$ cat config.mk
export PLATFORM = sky130hd
export DESIGN_NAME = prio_irq_ctrl
export DESIGN_NICKNAME = d
export VERILOG_FILES = /design/src/rtl/ictl_pkg.sv /design/src/rtl/ictl_scan.sv /design/src/rtl/ictl_resolve.sv /design/src/rtl/ictl_pend.sv /design/src/rtl/prio_irq_ctrl.sv
export SDC_FILE = /design/constraint.sdc
export NUM_CORES = 1
export LEC_CHECK = 0
export ABC_AREA = 0
export BUFFER_PORTS_ARGS = -buffer_cell sky130_fd_sc_hd__buf_2
export CELL_PAD_IN_SITES_DETAIL_PLACEMENT = 0
export CELL_PAD_IN_SITES_GLOBAL_PLACEMENT = 2
export CORE_MARGIN = 2
export CORE_UTILIZATION = 41
export DETAILED_ROUTE_END_ITERATION = 16
export MAX_ROUTING_LAYER = met4
export PLACE_DENSITY_LB_ADDON = 0.1
export SLEW_MARGIN = 10
export SYNTH_ARGS = -nofsm -noshare
export SYNTH_HDL_FRONTEND = slang
export SYNTH_SLANG_ARGS = --single-unit
$ cat constraint.sdc
create_clock -name clk_i -period 9.19 [get_ports clk_i]
set_input_delay 1.838 -clock clk_i [delete_from_list [all_inputs] [get_ports clk_i]]
set_output_delay 1.838 -clock clk_i [all_outputs]
set_load 0.01 [all_outputs]
$ cat src/rtl/ictl_pkg.sv
package ictl_pkg;
  localparam int unsigned SRC_N  = 16;
  localparam int unsigned IDX_W  = $clog2(SRC_N);
  localparam int unsigned HALF_N = SRC_N / 2;

  typedef enum logic [3:0] {
    A_PEND_LO = 4'd0,  A_PEND_HI = 4'd1,
    A_MASK_LO = 4'd2,  A_MASK_HI = 4'd3,
    A_TRIG_LO = 4'd4,  A_TRIG_HI = 4'd5,
    A_POL_LO  = 4'd6,  A_POL_HI  = 4'd7,
    A_CASC_LO = 4'd8,  A_CASC_HI = 4'd9,
    A_FPRI_LO = 4'd10, A_FPRI_HI = 4'd11,
    A_MODE    = 4'd12, A_EOI     = 4'd13,
    A_INSV_LO = 4'd14, A_INSV_HI = 4'd15
  } reg_addr_e;

  localparam int unsigned MODE_FIXED  = 0;
  localparam int unsigned MODE_FREEZE = 1;
  localparam int unsigned CMD_CLR_ALL = 6;
  localparam int unsigned CMD_SET     = 7;
endpackage

$ cat src/rtl/ictl_scan.sv
// Rotating first-set search; N must be a power of two so the index wraps naturally.
module ictl_scan #(
  parameter int unsigned N  = 16,
  parameter int unsigned IW = $clog2(N)
) (
  input  logic [N-1:0]  req_i,
  input  logic [N-1:0]  start_oh_i,
  output logic          found_o,
  output logic [IW-1:0] idx_o
);
  logic [IW-1:0] start;

  always_comb begin
    start = '0;
    for (int i = N - 1; i >= 0; i--) begin
      if (start_oh_i[i]) start = IW'(i);
    end
  end

  always_comb begin
    logic [IW-1:0] pos;
    found_o = 1'b0;
    idx_o   = '0;
    for (int k = 0; k < N; k++) begin
      pos = start + IW'(k);
      if (!found_o && req_i[pos]) begin
        found_o = 1'b1;
        idx_o   = pos;
      end
    end
  end
endmodule

$ cat src/rtl/ictl_resolve.sv
module ictl_resolve #(
  parameter int unsigned N  = 16,
  parameter int unsigned IW = $clog2(N)
) (
  input  logic [N-1:0]  pend_i,
  input  logic [N-1:0]  mask_i,
  input  logic [N-1:0]  insv_i,
  input  logic [N-1:0]  casc_i,
  input  logic [N-1:0]  fpri_i,
  input  logic          fixed_i,
  output logic          req_o,
  output logic          sel_found_o,
  output logic [IW-1:0] sel_idx_o,
  output logic          eoi_found_o,
  output logic [IW-1:0] eoi_idx_o
);
  logic [N-1:0]  unm;
  logic          stop_found;
  logic [IW-1:0] stop_idx;

  assign unm = pend_i & ~mask_i;

  ictl_scan #(.N(N), .IW(IW)) u_sel (
    .req_i(unm), .start_oh_i(fpri_i), .found_o(sel_found_o), .idx_o(sel_idx_o)
  );

  // first position that is either in service or requesting
  ictl_scan #(.N(N), .IW(IW)) u_stop (
    .req_i(unm | insv_i), .start_oh_i(fpri_i), .found_o(stop_found), .idx_o(stop_idx)
  );

  ictl_scan #(.N(N), .IW(IW)) u_eoi (
    .req_i(insv_i), .start_oh_i(fpri_i), .found_o(eoi_found_o), .idx_o(eoi_idx_o)
  );

  always_comb begin
    req_o = 1'b0;
    if (|unm) begin
      if (!(|insv_i))          req_o = 1'b1;
      else if (fixed_i && stop_found) begin
        if (insv_i[stop_idx])  req_o = casc_i[stop_idx] & unm[stop_idx];
        else                   req_o = 1'b1;
      end
    end
  end
endmodule

$ cat src/rtl/ictl_pend.sv
module ictl_pend #(
  parameter int unsigned N  = 16,
  parameter int unsigned IW = $clog2(N),
  localparam int unsigned HN = N / 2
) (
  input  logic          clk_i,
  input  logic          rst_ni,
  input  logic [N-1:0]  irq_i,
  input  logic [N-1:0]  trig_i,
  input  logic [N-1:0]  pol_i,
  input  logic          freeze_i,
  input  logic [N-1:0]  ack_oh_i,
  input  logic          cmd_we_i,
  input  logic          cmd_hi_i,
  input  logic          cmd_clr_all_i,
  input  logic          cmd_set_i,
  input  logic [IW-1:0] cmd_idx_i,
  output logic [N-1:0]  pend_o
);
  logic [N-1:0] line_q, pend_q, pend_n, active, edge_hit;

  assign active   = ~(irq_i ^ pol_i);
  assign edge_hit = active & (irq_i ^ line_q);

  always_comb begin
    pend_n = pend_q;
    for (int i = 0; i < N; i++) begin
      if (trig_i[i]) begin
        if (!active[i])     pend_n[i] = 1'b0;
        else if (!freeze_i) pend_n[i] = 1'b1;
      end else if (edge_hit[i]) begin
        pend_n[i] = 1'b1;
      end
    end
    // level sources with an active line survive acknowledge
    pend_n = pend_n & ~(ack_oh_i & (~trig_i | ~active));
    if (cmd_we_i) begin
      if (cmd_clr_all_i) begin
        if (cmd_hi_i) pend_n[N-1:HN] = '0;
        else          pend_n[HN-1:0] = '0;
      end else begin
        pend_n[cmd_idx_i] = cmd_set_i;
      end
    end
  end

  always_ff @(posedge clk_i or negedge rst_ni) begin
    if (!rst_ni) begin
      pend_q <= '0;
      line_q <= '0;
    end else begin
      pend_q <= pend_n;
      line_q <= irq_i;
    end
  end

  assign pend_o = pend_q;
endmodule

$ cat src/rtl/prio_irq_ctrl.sv
module prio_irq_ctrl
  import ictl_pkg::*;
#(
  parameter int unsigned VEC_W       = 8,
  parameter logic [7:0]  DEFAULT_VEC = 8'hFF,
  parameter logic [15:0] FPRI_RST    = 16'h0001
) (
  input  logic        clk_i,
  input  logic        rst_ni,
  input  logic [15:0] irq_i,
  input  logic        reg_we_i,
  input  logic [3:0]  reg_addr_i,
  input  logic [7:0]  reg_wdata_i,
  input  logic [3:0]  rd_addr_i,
  output logic [7:0]  rd_data_o,
  input  logic        ack_i,
  output logic [7:0]  ack_vec_o,
  output logic        int_o
);
  localparam int unsigned N  = SRC_N;
  localparam int unsigned IW = IDX_W;

  reg_addr_e      waddr, raddr;
  logic [N-1:0]   mask_q, trig_q, pol_q, casc_q, fpri_q, insv_q, pend_w;
  logic [1:0]     mode_q;
  logic           int_q, req;
  logic           sel_found, eoi_found;
  logic [IW-1:0]  sel_idx, eoi_idx;
  logic [N-1:0]   ack_oh, eoi_oh;
  logic           pend_cmd;

  assign waddr    = reg_addr_e'(reg_addr_i);
  assign raddr    = reg_addr_e'(rd_addr_i);
  assign pend_cmd = reg_we_i && (waddr == A_PEND_LO || waddr == A_PEND_HI);
  assign ack_oh   = (ack_i && sel_found) ? (N'(1) << sel_idx) : '0;
  assign eoi_oh   = (reg_we_i && waddr == A_EOI && eoi_found) ? (N'(1) << eoi_idx) : '0;

  ictl_pend #(.N(N), .IW(IW)) u_pend (
    .clk_i         (clk_i),
    .rst_ni        (rst_ni),
    .irq_i         (irq_i),
    .trig_i        (trig_q),
    .pol_i         (pol_q),
    .freeze_i      (mode_q[MODE_FREEZE]),
    .ack_oh_i      (ack_oh),
    .cmd_we_i      (pend_cmd),
    .cmd_hi_i      (reg_addr_i[0]),
    .cmd_clr_all_i (reg_wdata_i[CMD_CLR_ALL]),
    .cmd_set_i     (reg_wdata_i[CMD_SET]),
    .cmd_idx_i     (reg_wdata_i[IW-1:0]),
    .pend_o        (pend_w)
  );

  ictl_resolve #(.N(N), .IW(IW)) u_resolve (
    .pend_i      (pend_w),
    .mask_i      (mask_q),
    .insv_i      (insv_q),
    .casc_i      (casc_q),
    .fpri_i      (fpri_q),
    .fixed_i     (mode_q[MODE_FIXED]),
    .req_o       (req),
    .sel_found_o (sel_found),
    .sel_idx_o   (sel_idx),
    .eoi_found_o (eoi_found),
    .eoi_idx_o   (eoi_idx)
  );

  always_ff @(posedge clk_i or negedge rst_ni) begin
    if (!rst_ni) begin
      mask_q <= '1;
      trig_q <= '0;
      pol_q  <= '1;
      casc_q <= '0;
      fpri_q <= FPRI_RST;
      mode_q <= '0;
    end else if (reg_we_i) begin
      case (waddr)
        A_MASK_LO: mask_q[7:0]  <= reg_wdata_i;
        A_MASK_HI: mask_q[15:8] <= reg_wdata_i;
        A_TRIG_LO: trig_q[7:0]  <= reg_wdata_i;
        A_TRIG_HI: trig_q[15:8] <= reg_wdata_i;
        A_POL_LO:  pol_q[7:0]   <= reg_wdata_i;
        A_POL_HI:  pol_q[15:8]  <= reg_wdata_i;
        A_CASC_LO: casc_q[7:0]  <= reg_wdata_i;
        A_CASC_HI: casc_q[15:8] <= reg_wdata_i;
        A_FPRI_LO: fpri_q[7:0]  <= reg_wdata_i;
        A_FPRI_HI: fpri_q[15:8] <= reg_wdata_i;
        A_MODE:    mode_q       <= reg_wdata_i[1:0];
        default: ;
      endcase
    end
  end

  always_ff @(posedge clk_i or negedge rst_ni) begin
    if (!rst_ni) begin
      insv_q <= '0;
      int_q  <= 1'b0;
    end else begin
      insv_q <= (insv_q & ~eoi_oh) | ack_oh;
      int_q  <= ack_i ? 1'b0 : req;
    end
  end

  always_comb begin
    case (raddr)
      A_PEND_LO: rd_data_o = pend_w[7:0];
      A_PEND_HI: rd_data_o = pend_w[15:8];
      A_MASK_LO: rd_data_o = mask_q[7:0];
      A_MASK_HI: rd_data_o = mask_q[15:8];
      A_TRIG_LO: rd_data_o = trig_q[7:0];
      A_TRIG_HI: rd_data_o = trig_q[15:8];
      A_POL_LO:  rd_data_o = pol_q[7:0];
      A_POL_HI:  rd_data_o = pol_q[15:8];
      A_CASC_LO: rd_data_o = casc_q[7:0];
      A_CASC_HI: rd_data_o = casc_q[15:8];
      A_FPRI_LO: rd_data_o = fpri_q[7:0];
      A_FPRI_HI: rd_data_o = fpri_q[15:8];
      A_MODE:    rd_data_o = {6'd0, mode_q};
      A_INSV_LO: rd_data_o = insv_q[7:0];
      A_INSV_HI: rd_data_o = insv_q[15:8];
      default:   rd_data_o = 8'd0;
    endcase
  end

  assign ack_vec_o = sel_found ? {{(VEC_W-IW){1'b0}}, sel_idx} : DEFAULT_VEC;
  assign int_o     = int_q;
endmodule

# Word level (Yosys, flattened, before mapping)
# Cells that the tools add are included.
dict set report totals {
  reg_bits 131
  latch_bits 0
  ramBits 0
  rom_bits 0
  inputBits 36
  out_inout_bits 17
  word_cells 501
  n_memories 0
}
dict set report classes {
  add_sub_neg 15
  multipliers 0
  n_div 0
  n_lt_le_gt_ge 19
  eq_ne 27
  n_shift 2
  mux 294
  bitwise 17
  n_reduce_logical 112
}
# cell count
set op_table {}
lappend op_table {{$mux 4} 64}
lappend op_table {{$bmux 1 s4} 51}
lappend op_table {{$mux 1} 169}
lappend op_table {{$pmux 8 s15} 1}
lappend op_table {{$not 16->16} 6}
lappend op_table {{$lt 4x5->1 const B} 18}
lappend op_table {{$and 16x16->16} 5}
lappend op_table {{$mux 16} 4}
lappend op_table {{$eq 4x4->1 const B} 13}
lappend op_table {{$logic_and 1x1->1} 51}
lappend op_table {{$or 16x16->16} 3}
lappend op_table {{$logic_not 1->1} 45}
lappend op_table {{$add 4x4->4 const B} 8}
lappend op_table {{$eq 4x3->1 const B} 8}
lappend op_table {{$reduce_or 16->1} 2}
lappend op_table {{$shl 1x4->16 const A} 2}
lappend op_table {{$xor 16x16->16} 2}
lappend op_table {{$mux 8} 3}
lappend op_table {{$reduce_and 2->1} 11}
lappend op_table {{$add 4x3->4 const B} 4}
lappend op_table {{$bwmux 16} 1}
lappend op_table {{$eq 4x2->1 const B} 4}
lappend op_table {{$add 4x2->4 const B} 2}
lappend op_table {{$eq 4x1->1 const B} 2}
lappend op_table {{6 further kinds} 7}

# Depth between registers and ports, before layout
# Gate-level depths: netlist of the first run.
dict set report depth {
  ltp_word 72
  depth_mapped 29
  depth_no_buf 20
}

# Cells and area by module
# From an unflattened synthesis of the first run, not the netlist that was laid out.
dict set report unflattened {
  cells_unflattened 1854
  hier_area_um2 16268.1
}
# module n_inst cells_per_inst area_per_inst_um2 seq_area_each_um2
set modules_own_cells {}
lappend modules_own_cells {ictl_scan 3 362 2815.2 0.0}
lappend modules_own_cells {prio_irq_ctrl 1 438 5192.5 2518.7}
lappend modules_own_cells {ictl_pend 1 225 1986.9 800.8}
lappend modules_own_cells {ictl_resolve 1 105 643.1 0.0}

# Worst setup path before layout of the first run
# Ideal clock, no wire load.
dict set report synth_timing {
  path_type {register to output}
  startpoint {reg fpri_q[5]}
  endpoint {out ack_vec_o[2]}
  arrival_ns 5.458
  slack_ns 1.894
  path_stages_with_launch 21
  n_path_buf 7
  cell_sequence {dfrtp_1 -> buf_4 -> or4_4 -> nor3_4 -> a22oi_4 -> buf_2 -> buf_2 -> clkbuf_1 -> ha_1 -> clkbuf_1 -> buf_1 -> mux4_2 -> mux2i_1 -> mux2i_1 -> nor4_4 -> nand4_2 -> or3_1 -> buf_2 -> o221ai_1 -> inv_1 -> nand2_1}
}
dict set report synth_between {
  elab_chain_cells 55
  word_cells_on_any_way 116
  classes_between {add/sub: 15; mux: 71; reduce/logical: 30}
}
# element line
set synth_rtl {}
lappend synth_rtl {{start: declaration} prio_irq_ctrl.sv:24} ;# logic [N-1:0] mask_q, trig_q, pol_q, casc_q, fpri_q, insv_q, pend_w;
lappend synth_rtl {{start signal: assignment} prio_irq_ctrl.sv:86} ;# A_FPRI_LO: fpri_q[7:0] <= reg_wdata_i;
lappend synth_rtl {{$mux 4 (*) (6 in series)} ictl_scan.sv:16} ;# if (start_oh_i[i]) start = IW'(i);
lappend synth_rtl {{branches (longest 48 deep; another with $add 4x1->4)} -}
lappend synth_rtl {{$mux 8 (*)} prio_irq_ctrl.sv:125} ;# assign ack_vec_o = sel_found ? {{(VEC_W-IW){1'b0}}, sel_idx} : DEFAULT_VEC;
lappend synth_rtl {{end: declaration} prio_irq_ctrl.sv:17} ;# output logic [7:0] ack_vec_o,
# Mark *: on every way between the ends. The select of a mux whose other input is x is not followed.

# Worst setup path in the final report of the first run
# Same ends and word-level chain as after synthesis.

==> results of run 1 <==
-- cells in the mapped netlist, types with 13 or more instances --
master    instances  area share
mux2i_1         159        0.11
nor2_1          146       0.038
nand2_1         136       0.035
mux2_2          111       0.087
dfrtp_1          98        0.17
o21ai_0          96       0.033
a21oi_1          70       0.024
clkbuf_1         58       0.015
nand2b_1         56       0.024
mux4_2           35       0.055
nand3_1          34       0.012
dfstp_2          33       0.060
nor3_1           31       0.011
nor2b_1          28       0.012
a211oi_1         21       0.011
a221oi_1         19       0.012
inv_1            19      0.0049
a22oi_1          18      0.0094
mux4_1           18       0.033
o31ai_1          18      0.0094
a31oi_1          16      0.0069
buf_2            16      0.0056
o22ai_1          16      0.0069
nand3b_1         13      0.0068
xor2_1           13      0.0079
-- layer usage --
metal | vias up | routed length, um
met5 | - | 0
met2 | 604 | 28900
li1 | 6202 | -
met3 | 179 | 3210
met4 | 0 | 3250
met1 | 6927 | 25300
-- cells by family (layout without fill, tap and decap cells) --
| logic type | after synthesis | after routing |
|---|---|---|
| muxes | 325 | 325 |
| DFF | 131 | 131 |
| xor gates and xnor gates | 21 | 21 |
| and+or+nand+nor | 555 | 555 |
| AOI/OAI and AO/OA | 440 | 440 |
| adders and majority gates | 7 | 7 |
| buffers and inverters | 131 | 142 |
-- layout by cell type, fill, tap and decap left out, types with 18 or more instances in the layout --
cell type and instances:
a221oi_1 19, nand3_1 34, a22oi_1 18, dfrtp_1 98, nor2_1 146, buf_4 32, nand2_1 136, nand2b_1 56
nor2b_1 28, nor3_1 31, mux2i_1 159, mux4_1 18, mux4_2 35, inv_1 19, o21ai_0 96, o31ai_1 18
mux2_2 111, buf_2 51, a21oi_1 70, dfstp_2 33, a211oi_1 20
-- registers in the layout, indices dropped and copies added, names as in the netlist --
| name | count |
|---|---|
| u_pend.pend_o | 16 |
| fpri_q | 16 |
| casc_q | 16 |
| mask_q | 16 |
| trig_q | 16 |
| insv_q | 16 |
| mode_q | 2 |
| pol_q | 16 |
| int_o | 1 |
| u_pend.line_q | 16 |
-- worst reg2reg max path, cell delays in order, from the launching register on --
cell and delay (ns):
dfrtp_1 0.48, or4_4 0.58, nor3_4 0.26, a22oi_4 0.14, buf_4 0.41, ha_1 0.46
buf_4 0.41, mux4_2 0.43, mux2i_1 0.44, mux2i_1 0.38, nor4_4 0.43, nand4_2 0.21
or3_1 0.52, o221ai_1 0.77, nand3_1 0.71, a2111oi_2 0.50, nor2_1 0.08
-- through the flow --
stage	cells	setup WS, ns	instance area, um2	total power [W]	hold slack [ns]
finish	2076	0.543	15600	0.00654	0.532
global route	2076	0.184	15600	0.00688	0.549
CTS	2076	0.651	15600	0.00642	0.531
detailed placement	2044	1.11	15000	0.00570	0.524
global placement	2044	1.23	15000	0.00570	0.513
floorplan	1610	1.89	14400	0.00423	0.490
-- power by group through the flow --
stage	registers, W	clock network [W]	logic, W
2_1_floorplan	0.000879	0	0.00335
5_1_grt	0.00110	0.000743	0.00504
4_1_cts	0.00108	0.000711	0.00463
3_5_place_dp	0.00109	0	0.00461
6_report	0.00109	0.000703	0.00474
3_3_place_gp	0.00108	0	0.00461
-- path summary, 6_finish.rpt --
check,startpoint,end,depth (start not counted)
worst max-delay path,fpri_q[5]$_DFFE_PN0P_,ack_vec_o[2],16
worst min-delay path,casc_q[5]$_DFFE_PN0P_,casc_q[5]$_DFFE_PN0P_,1
worst max register to register,fpri_q[5]$_DFFE_PN0P_,u_pend.pend_o[7]$_DFF_PN0_,16
worst min register to register,casc_q[5]$_DFFE_PN0P_,casc_q[5]$_DFFE_PN0P_,1
max in group asynchronous,rst_ni,insv_q[1]$_DFF_PN0_,2
min in group asynchronous,rst_ni,trig_q[1]$_DFFE_PN0P_,1
-- layout make-up --
cell class,count,share of cell area
clock buffers,19,0.0285
repair buffers,84,0.0326
clock inverters,13,0.0102
multi-input cells,1348,0.672
well taps,455,0.0366
flip-flops and latches,131,0.213
inverters,26,0.00675
==> results.yml, run 1 <==
detailed_routing:
  drt_iter0_markers: 1210
  post-route-drc-count: 0
  wl_mm: 60.6
  dr_total_vias: 13900
  first_pass_iters: 5
  vias_per_cell: 6.70
  avgRoutedWirePerCell_um: 29.2
  ant_nets: 0
power:
  power_density_mw_per_mm2: 420
  clockPowerShare: 0.108
  power.switching_w: 0.00361
  swShare: 0.553
  vdd_drop_max_mv: 0.248
  leakage_nw: 6.06
  cell_internal_pwr_w: 0.00292
  power_frac_comb: 0.725
  p_seq_frac: 0.167
setup_path:
  critPathArrivalTime_ns: 6.81
  cp-end-kind: "output pin"
  cp_cell_sequence: "or4_4, nor3_4, a22oi_4, buf_4, ha_1, buf_4, mux4_2, mux2i_1, mux2i_1, nor4_4, nand4_2, or3_1, o221ai_1, inv_1, nand2_1, buf_2"
  crit_fanout: 45
  slowest_delay_ns: 0.77
  r2r_slack_ns: 1.84
  cp-start-kind: "flop"
  slowest_stage: "o221ai_1"
  required_ns: 7.35
  crit_buf_inv: 4
  crit_family: "simple AND/OR/NAND/NOR gates"
  worstSetupPathType: "flop to output pin"
synth:
  yosys_most_used_dff: "dfrtp_1"
  yosysSeqAreaShare: 0.230
  syn_area_per_cell_um2: 8.95
  synth_top_family_by_area: "multiplexers"
  syn-num-nets: 1653
  syn_inst: 1610
  syn-cell-area_mm2: 0.0144
  ys_ff_latch: 131
  ys_types: 115
  synth-edff-count: 0
  synth_mux_area_frac: 0.287
  ys_async_sr_fraction: 1.00
  synthXorXnorAreaFrac: 0.0138
  synth_adder_area_share: 0.00608
  synth-simple-area-share: 0.202
  yosysWarnings: 0
  synth_compound_area_frac: 0.216
sta:
  worst_slew_pin_slew_ns: 1.03
  max_freq_mhz: 116
  post-route-period-util: 0.941
  fin_setup_tns_ns: 0
  rsz0062_at_grt: "no"
  finalMaxSlewViolations: 0
  hold_viol_final: 0
  finalSetupViolations: 0
  slew_headroom: 0.310
  fin_worst_skew_ns: 0.00916
  finalCriticalPeriod_ns: 8.65
layout:
  area_delta_synth_final_pct: 7.98
  layout-drive-gt1-share: 0.225
  fin_util: 0.451
  regArea_mm2: 0.00332
  nets: 1651
  multiInputGateArea_mm2: 0.0105
  n_antenna_cell: 0
  fill_cells: 3488
cts:
  clockBufferDepth: 2
  path_clk_slew_ns: 0.06
  hold_buffers: 0
  clockRootBuffer: "clkbuf_16"
  cts_max_level: 4
  cts_num_sinks: 131
  cts_buffers: 17
  post_cts_buffers: 0
  cts_resized: 0
  cts_tree: "done"
  clock_latency_ns: 0.43
global_routing:
  top_usage_layer: "met2"
  track_usage: 0.345
  grt_pass1_wl_mm: 90.7
  grt_pass1_vias: 13400
  grt-ovfl-total: 0
  use_met1: 0.430
  use_met2: 0.559
  grt_max_degree: 69
  antenna_found_initial: 0
  grtUsageMet3: 0.0404
floorplanning:
  dieArea_mm2: 0.0367
  placement_rows: 68
  floorplan.initialDensity: 0.417
  io_pins: 53
  fp.dieW_um: 192
  coreArea_mm2: 0.0345
  fp.dieH_um: 192
status:
  status: "finished clean"
job:
  cap_viol_max_count: 0
hold_path:
  hold_path.class: "flop to flop"
place:
  gp_congestion: 0.914
  io_buffers: 52
  dpl.hpwl_mm: 45.2
No activity file was read; power rests on OpenSTA's default activity.
==> run 2: changes to the inputs <==
Settings changed: ABC_AREA 0 to default, BUFFER_PORTS_ARGS -buffer_cell sky130_fd_sc_hd__buf_2 to -buffer_cell sky130_fd_sc_hd__clkbuf_2.
==> run 2 against run 1 <==
Non-clock buffer count increased by 4. Cell count increased by 0.19%. Global-route usage decreased by 0.11 points. Worst setup slack improved by 0.093 ns. Register-to-register slack improved by 0.10 ns. Sequential power about the same. Critical path type unchanged. Critical endpoint unchanged. Largest power group unchanged.
==> results.yml, run 2 (synthesis gave the netlist of run 1 again) <==
sta:
  slew_headroom: 0.344
  worst_slew_pin_slew_ns: 0.957
  whs_ns: 0.532
  hold_viol_final: 0
  fin_setup_tns_ns: 0
  finalMaxSlewViolations: 0
  max_freq_mhz: 117
  post-route-period-util: 0.931
  finalCriticalPeriod_ns: 8.55
  finalSetupViolations: 0
  fin_worst_skew_ns: 0.0112
  rsz0062_at_grt: "no"
job:
  cap_viol_max_count: 0
layout:
  regArea_mm2: 0.00332
  most-common-layout-cells: "mux2i_1, nor2_1, nand2_1"
  layout-drive-gt1-share: 0.226
  nets: 1655
  multiInputGateArea_mm2: 0.0105
  n_antenna_cell: 0
  fill_cells: 3457
  layout_commonest_cell: "mux2i_1"
  area_delta_synth_final_pct: 8.32
setup_path:
  critPathLaunch: "fpri_q[5]$_DFFE_PN0P_"
  worstSetupPathType: "flop to output pin"
  cp_cell_sequence: "or4_4, nor3_4, a22oi_4, buf_4, ha_1, buf_4, mux4_2, mux2i_1, mux2i_1, nor4_4, nand4_2, or3_1, o221ai_1, inv_1, nand2_1, clkbuf_2"
  critPathArrivalTime_ns: 6.72
  r2r_slack_ns: 1.94
  cp-endpoint: "ack_vec_o[2]"
  crit_fanout: 45
  slowest_delay_ns: 0.76
  reg2reg_to: "u_pend.pend_o[7]$_DFF_PN0_"
  slowest_stage: "o221ai_1"
  cp-end-kind: "output pin"
  reg2reg_from: "fpri_q[5]$_DFFE_PN0P_"
  cp-start-kind: "flop"
  required_ns: 7.35
  worstRegToRegCells: 16
power:
  leakage_nw: 6.09
  total_power_w: 0.00655
  vdd_drop_max_mv: 0.220
  power_density_mw_per_mm2: 419
hold_path:
  whs_path_depth: 1
  hold_path.class: "flop to flop"
  min_from: "casc_q[4]$_DFFE_PN0P_"
global_routing:
  grt_pass1_wl_mm: 90.5
  grt_max_degree: 85
  grt-ovfl-total: 0
  track_usage: 0.344
  antenna_found_initial: 0
  grt_pass1_vias: 13600
floorplanning:
  floorplan.initialDensity: 0.417
  coreArea_mm2: 0.0345
  dieArea_mm2: 0.0367
  io_pins: 53
  fp.dieH_um: 192
  placement_rows: 68
  fp.dieW_um: 192
detailed_routing:
  vias_per_cell: 6.72
  post-route-drc-count: 0
  ant_nets: 0
  dr_total_vias: 14000
  first_pass_iters: 6
  wl_mm: 60.5
  drt_iter0_markers: 1321
  avgRoutedWirePerCell_um: 29.1
cts:
  cts_tree: "done"
  post_cts_buffers: 0
  cts_num_sinks: 131
  cts_resized: 0
  clock_latency_ns: 0.43
  cts_max_level: 4
  clockBufferDepth: 2
  hold_buffers: 0
  cts_buffers: 17
  path_clk_slew_ns: 0.06
  clockRootBuffer: "clkbuf_16"
place:
  gp_congestion: 0.950
  dpl.hpwl_mm: 45.4
  io_buffers: 52
status:
  status: "finished clean"
-- run 2: changes by cell type in the layout (fill, tap and decap cells not counted), sizes merged --
cell / change
clkinv: -2
inv: +1
buf: -47
clkinvlp: -1
clkbuf: +53
-- run 2: final cells by class --
cell class              instances  area share
clock inverters                11     0.00962
inverters                      26     0.00673
flip-flops and latches        131       0.213
well taps                     455      0.0365
multi-input cells            1348       0.670
repair buffers                 88      0.0344
clock buffers                  21      0.0301
-- run 2: worst min-delay path by stage --
stage	slack [ns]	end
2_1_floorplan	0.49	mode_q[0]$_DFFE_PN0P_
3_3_place_gp	0.51	casc_q[5]$_DFFE_PN0P_
3_5_place_dp	0.52	casc_q[4]$_DFFE_PN0P_
4_1_cts	0.53	casc_q[4]$_DFFE_PN0P_
5_1_grt	0.56	casc_q[5]$_DFFE_PN0P_
6_report	0.53	casc_q[4]$_DFFE_PN0P_
-- run 2: stage by stage --
| stage | std cells | area, um2 | utilization | setup WS [ns] |
|---|---|---|---|---|
| final | 2080 | 15600 | 0.452 | 0.636 |
| after global routing | 2080 | 15600 | 0.452 | 0.158 |
| after CTS | 2080 | 15600 | 0.452 | 0.636 |
| after detailed placement | 2048 | 15000 | 0.434 | 1.10 |
| after global placement | 2048 | 15000 | 0.434 | 1.28 |
| after floorplan | 1610 | 14400 | - | 1.89 |
-- run 2: critical path: cells and delay by family (launching register included) --
kind / cells / cell delay [ns]
and+or+nand+nor: 6 / 2.12
muxes: 3 / 1.19
DFF: 1 / 0.48
adders and majority gates: 1 / 0.43
AOI/OAI and AO/OA: 2 / 0.90
buffers and inverters: 4 / 1.13
-- run 2: where the power goes --
group	internal, W	switching (W)	leakage (nW)	total, W
combinational	0.00175	0.00300	4.29	0.00474
clock	0.000449	0.000271	0.288	0.000721
sequential	0.000754	0.000332	1.51	0.00109
-- run 2: per-layer routing --
layer	part of all wire	global-route usage	vias up
li1	-	-	6196
met4	0.057	0.175	0
met1	0.41	0.423	7033
met2	0.48	0.561	594
met5	0	-	-
met3	0.053	0.0360	161
